`config.mk`:
```
export PLATFORM = sky130hd
export DESIGN_NAME = addr_window_bridge
export DESIGN_NICKNAME = d
export VERILOG_FILES = /design/src/rtl/awb_pkg.sv /design/src/rtl/awb_txn_track.sv /design/src/rtl/awb_base_reg.sv /design/src/rtl/awb_csr_read.sv /design/src/rtl/addr_window_bridge.sv
export SDC_FILE = /design/constraint.sdc
export NUM_CORES = 1
export LEC_CHECK = 0
export CAP_MARGIN = 30
export CORE_AREA = 3 3 105 107
export DETAILED_ROUTE_END_ITERATION = 12
export DIE_AREA = 0 0 108 110
export GPL_ROUTABILITY_DRIVEN = 0
export GPL_TIMING_DRIVEN = 0
export PLACE_DENSITY = 0.59
export SLEW_MARGIN = 10
export SYNTH_ARGS = -nofsm -noshare
export SYNTH_HDL_FRONTEND = slang
export SYNTH_SLANG_ARGS = --single-unit
```
`constraint.sdc`:
```
create_clock -name clk_i -period 1.41 [get_ports clk_i]
set_input_delay 0.282 -clock clk_i [delete_from_list [all_inputs] [get_ports clk_i]]
set_output_delay 0.282 -clock clk_i [all_outputs]
set_load 0.01 [all_outputs]
```
`src/rtl/awb_pkg.sv`:
```
package awb_pkg;
  localparam int unsigned AWB_WIN_AW = 31;
  localparam int unsigned AWB_EXP_AW = 32;
  localparam int unsigned AWB_DW     = 32;

  typedef enum logic [1:0] {
    UPD_HOLD = 2'd0,
    UPD_CSR  = 2'd1,
    UPD_PEND = 2'd2
  } upd_sel_e;
endpackage

```
`src/rtl/awb_txn_track.sv`:
```
module awb_txn_track (
  input  logic clk_i,
  input  logic rst_ni,
  input  logic cmd_rd_i,
  input  logic cmd_wr_i,
  input  logic wait_i,
  input  logic rvalid_i,
  output logic rd_out_o,
  output logic busy_o
);
  logic rd_out_q;

  always_ff @(posedge clk_i or negedge rst_ni) begin
    if (!rst_ni)                rd_out_q <= 1'b0;
    else if (cmd_rd_i && !wait_i) rd_out_q <= 1'b1;
    else if (rvalid_i)          rd_out_q <= 1'b0;
  end

  // a read stays in flight from presentation until its data returns
  assign busy_o   = cmd_rd_i | (cmd_wr_i & wait_i) | (rd_out_q & ~rvalid_i);
  assign rd_out_o = rd_out_q;
endmodule

```
`src/rtl/awb_base_reg.sv`:
```
module awb_base_reg
  import awb_pkg::*;
#(
  parameter int unsigned          EXP_AW   = AWB_EXP_AW,
  parameter int unsigned          WIN_AW   = AWB_WIN_AW,
  parameter logic [EXP_AW-1:0]    BASE_RST = '0,
  parameter bit                   CTRL_EN  = 1'b1,
  localparam int unsigned         HI_W     = EXP_AW - WIN_AW
) (
  input  logic              clk_i,
  input  logic              rst_ni,
  input  logic              busy_i,
  input  logic              csr_wr_i,
  input  logic [EXP_AW-1:0] csr_wdata_i,
  output logic [HI_W-1:0]   base_hi_o
);
  localparam logic [HI_W-1:0] RST_HI = BASE_RST[EXP_AW-1:WIN_AW];

  if (CTRL_EN) begin : g_prog
    logic [HI_W-1:0] base_q, pend_q;
    logic            pend_v_q;
    upd_sel_e        sel;
    logic [WIN_AW-1:0] unused_lo;
    assign unused_lo = csr_wdata_i[WIN_AW-1:0];

    always_comb begin
      if (!busy_i && csr_wr_i)      sel = UPD_CSR;
      else if (!busy_i && pend_v_q) sel = UPD_PEND;
      else                          sel = UPD_HOLD;
    end

    always_ff @(posedge clk_i or negedge rst_ni) begin
      if (!rst_ni) begin
        base_q   <= RST_HI;
        pend_q   <= '0;
        pend_v_q <= 1'b0;
      end else begin
        unique case (sel)
          UPD_CSR: begin
            base_q   <= csr_wdata_i[EXP_AW-1:WIN_AW];
            pend_v_q <= 1'b0;
          end
          UPD_PEND: begin
            base_q   <= pend_q;
            pend_v_q <= 1'b0;
          end
          default: begin
            // park the newest write until the bridge goes idle
            if (csr_wr_i) begin
              pend_q   <= csr_wdata_i[EXP_AW-1:WIN_AW];
              pend_v_q <= 1'b1;
            end
          end
        endcase
      end
    end
    assign base_hi_o = base_q;
  end else begin : g_fixed
    logic unused_in;
    assign unused_in = ^{clk_i, rst_ni, busy_i, csr_wr_i, csr_wdata_i};
    assign base_hi_o = RST_HI;
  end
endmodule

```
`src/rtl/awb_csr_read.sv`:
```
module awb_csr_read #(
  parameter int unsigned EXP_AW  = 32,
  parameter int unsigned WIN_AW  = 31,
  parameter bit          CTRL_EN = 1'b1,
  localparam int unsigned HI_W   = EXP_AW - WIN_AW
) (
  input  logic              clk_i,
  input  logic              rst_ni,
  input  logic              csr_rd_i,
  input  logic [HI_W-1:0]   base_hi_i,
  output logic [EXP_AW-1:0] rdata_o,
  output logic              rvalid_o
);
  if (CTRL_EN) begin : g_rd
    logic [EXP_AW-1:0] rdata_q;
    logic              rvalid_q;
    always_ff @(posedge clk_i or negedge rst_ni) begin
      if (!rst_ni) begin
        rdata_q  <= '0;
        rvalid_q <= 1'b0;
      end else begin
        rvalid_q <= csr_rd_i;
        if (csr_rd_i) rdata_q <= {base_hi_i, {WIN_AW{1'b0}}};
      end
    end
    assign rdata_o  = rdata_q;
    assign rvalid_o = rvalid_q;
  end else begin : g_none
    logic unused_in;
    assign unused_in = ^{clk_i, rst_ni, csr_rd_i, base_hi_i};
    assign rdata_o   = '0;
    assign rvalid_o  = 1'b0;
  end
endmodule

```
`src/rtl/addr_window_bridge.sv`:
```
module addr_window_bridge
  import awb_pkg::*;
#(
  parameter int unsigned       WIN_AW   = AWB_WIN_AW,
  parameter int unsigned       EXP_AW   = AWB_EXP_AW,
  parameter int unsigned       DW       = AWB_DW,
  parameter logic [EXP_AW-1:0] BASE_RST = 32'h8000_0000,
  parameter bit                CTRL_EN  = 1'b1,
  localparam int unsigned      BEW      = DW / 8,
  localparam int unsigned      HI_W     = EXP_AW - WIN_AW
) (
  input  logic              clk_i,
  input  logic              rst_ni,
  input  logic [WIN_AW-1:0] win_addr_i,
  input  logic              win_read_i,
  input  logic              win_write_i,
  input  logic [DW-1:0]     win_wdata_i,
  input  logic [BEW-1:0]    win_be_i,
  output logic [DW-1:0]     win_rdata_o,
  output logic              win_rvalid_o,
  output logic              win_wait_o,
  output logic [EXP_AW-1:0] exp_addr_o,
  output logic              exp_read_o,
  output logic              exp_write_o,
  output logic [DW-1:0]     exp_wdata_o,
  output logic [BEW-1:0]    exp_be_o,
  input  logic [DW-1:0]     exp_rdata_i,
  input  logic              exp_rvalid_i,
  input  logic              exp_wait_i,
  input  logic              csr_read_i,
  input  logic              csr_write_i,
  input  logic [EXP_AW-1:0] csr_wdata_i,
  output logic [EXP_AW-1:0] csr_rdata_o,
  output logic              csr_rvalid_o
);
  logic            rd_out, busy;
  logic [HI_W-1:0] base_hi;

  awb_txn_track u_track (
    .clk_i    (clk_i),
    .rst_ni   (rst_ni),
    .cmd_rd_i (win_read_i),
    .cmd_wr_i (win_write_i),
    .wait_i   (exp_wait_i),
    .rvalid_i (exp_rvalid_i),
    .rd_out_o (rd_out),
    .busy_o   (busy)
  );

  awb_base_reg #(
    .EXP_AW(EXP_AW), .WIN_AW(WIN_AW), .BASE_RST(BASE_RST), .CTRL_EN(CTRL_EN)
  ) u_base (
    .clk_i       (clk_i),
    .rst_ni      (rst_ni),
    .busy_i      (busy),
    .csr_wr_i    (csr_write_i),
    .csr_wdata_i (csr_wdata_i),
    .base_hi_o   (base_hi)
  );

  awb_csr_read #(
    .EXP_AW(EXP_AW), .WIN_AW(WIN_AW), .CTRL_EN(CTRL_EN)
  ) u_csr (
    .clk_i     (clk_i),
    .rst_ni    (rst_ni),
    .csr_rd_i  (csr_read_i),
    .base_hi_i (base_hi),
    .rdata_o   (csr_rdata_o),
    .rvalid_o  (csr_rvalid_o)
  );

  // aligned base: the add reduces to a concatenation
  assign exp_addr_o   = {base_hi, win_addr_i};
  assign exp_read_o   = win_read_i;
  assign exp_write_o  = win_write_i;
  assign exp_wdata_o  = win_wdata_i;
  assign exp_be_o     = win_be_i;
  assign win_rdata_o  = exp_rdata_i;
  assign win_rvalid_o = exp_rvalid_i;
  assign win_wait_o   = exp_wait_i;
endmodule

```
==> flow_summary.ini <==
[flow_run]
maxCapViolations = 0

[grt]
grt_pass1_vias = 1162
grt_max_degree = 8
gr-usage-all-layers_pct = 4.89
antenna_found_initial = 0
grt-ovfl-total = 0
grt_pass1_wl_um = 4680

[clock_tree]
cts_tree = done
numCtsBuffers = 3
path_clk_slew_ns = 0.04
h-tree-depth = 1
clkLatencyLatePin_ns = 0.22
cts.sinks = 6
post_cts_buffers = 0
cts_buffer_depth = 2
cts-root-buf = clkbuf_8
postCtsHoldBufs = 0

[critical_path]
cp.arrival_ns = 1.09
startpoint_type = flop
cp_data_required_time_ns = 1.13
r2r_start = u_track.rd_out_o
crit_fanout = 4
critPathKind = flop to output port
end_kind = output port
worstSetupStartpoint = u_base.base_hi_o

[sta]
fmax_ghz = 0.726
period_share_pct = 97.7
setup-violations-final = 0
post-route-min-period_ns = 1.38
skew_ns = 0.00212
hold_viol_final = 0
rsz0062_at_grt = no
holdWs_ns = 0.310
final-max-slew-violation-count = 0

[min_path]
hold_class = primary input to async pin

[layout]
drive_gt1_share_pct = 47.9
final_nets = 447
area_delta_synth_final_pct = 115
stdcell_count = 443
n_fill_cell = 1071
diodes = 0
fin_area_um2 = 2760
final_cell_mix = 135 x buf_4, 105 x clkdlybuf4s50_1, 31 x conb_1
fin_util_pct = 27.0
final_common_cell = buf_4

[power_and_ir_drop]
p_leak_nw = 1.39
power_density_nw_per_um2 = 482
max-vdd-ir-drop_uv = 264

[routing]
drtIter0Drc = 12
drtPass1Iterations = 3
postRouteAntennaNets = 0
wl_per_cell_um = 8.67
viasPerCell = 2.91
drc = 0
vias = 1290
routed_wl_um = 3840

[synthesis]
synth_area_um2 = 1280
yosysWarnings = 0
synth-seq-cells = 6
seq_area_frac_synth_pct = 11.8
ys_types = 17
syn_avg_cell_area_um2 = 8.07
synth_cells = 159

[place]
hpwl_um = 3710
dp_cells = 439
portBuffers = 114
dpl_cell_area_um2 = 2710

[floorplanning]
die_x_um = 108
rows = 37
die_height_um = 110
die_area_um2 = 11900
core_area_um2 = 10200
start_util_pct = 12.5
ioPinCount = 276

[run_status]
run_status = finished, final reports clean
[cells by family (layout without fill, tap and decap cells)]
group / Yosys count / after routing / share of synthesized area [%]
AOI/OAI and AO/OA: 3 / 3 / 1.75
buffers and inverters: 136 / 254 / 79.2
DFF: 6 / 6 / 11.8
muxes: 2 / 2 / 1.75
other: 1 / 31 / 0.292
and+or+nand+nor: 11 / 11 / 5.17
[critical path: stages, from the launching register on]
cell             delay [ns]
dfstp_2                0.54
buf_4                  0.10
clkdlybuf4s15_1        0.23
[power breakdown]
group / total, mW / switching [mW] / internal (mW)
clock: 0.275 / 0.0803 / 0.195
combinational: 0.830 / 0.273 / 0.558
sequential: 0.225 / 0.0172 / 0.208
total: 1.33 / 0.370 / 0.961
[routing by layer]
layer | up-vias | GRT usage [%] | share of wire [%]
met2 | 140 | 10.7 | 57
met3 | 5 | 1.05 | 15
met4 | 0 | 1.62 | 0.91
met1 | 526 | 4.26 | 27
li1 | 619 | - | -
met5 | - | 0 | 0
[layout make-up]
type / instances / area (um^2) / area share (%)
timing repair buffer: 114 / 1150 / 41.5
buffer: 135 / 1010 / 36.7
multi-input combinational: 47 / 233 / 8.42
tap: 136 / 170 / 6.16
sequential: 6 / 151 / 5.48
clock buffer: 4 / 45.0 / 1.63
inverter: 1 / 3.75 / 0.136
[what timing repair did]
item	in CTS	in global routing
setup endpoints to repair	6	6
resized for setup	15	4
gates cloned	0	0
[metrics by stage]
step	worst slack, ns	TNS [ns]	power (mW)
2_1_floorplan	0.253	0	0.684
3_3_place_gp	-0.432	-1.84	1.06
3_5_place_dp	-0.431	-1.83	1.07
4_1_cts	0.00406	0	1.35
5_1_grt	0.00430	0	1.41
6_report	0.0331	0	1.33
[flip-flops by register name (all words and copies together) (netlist names)]
register	count
u_base.base_hi_o	1
u_base.g_prog.pend_q	1
u_base.g_prog.pend_v_q	1
u_csr.rdata_o	1
u_csr.rvalid_o	1
u_track.rd_out_o	1
[final timing paths]
kind / to / slack, ns / cells past startpoint
setup / recovery: exp_addr_o[31] / 0.03 / 2
min in group clk_i: u_track.rd_out_o / 0.41 / 3
hold reg to reg: u_base.g_prog.pend_q / 0.49 / 1
max in group asynchronous: u_base.base_hi_o / 0.82 / 1
hold / removal: u_csr.rdata_o[31] / 0.31 / 1
setup reg to reg: u_base.base_hi_o / 0.24 / 3
[Yosys cell counts]
master	number	area [um^2]
a21o_1	1	7.51
and2_4	1	8.76
buf_4	135	1010
conb_1	1	3.75
dfrtp_1	5	125
dfstp_2	1	26.3
inv_1	1	3.75
mux2_1	1	11.3
mux2_2	1	11.3
nand2_1	2	7.51
nand3b_1	1	7.51
nand4_1	1	6.26
nor2_1	2	7.51
nor2b_2	1	8.76
nor3_1	1	5.00
o31ai_1	2	15.0
or4_1	2	15.0
Note: power is estimated with default switching activity, not from simulation.
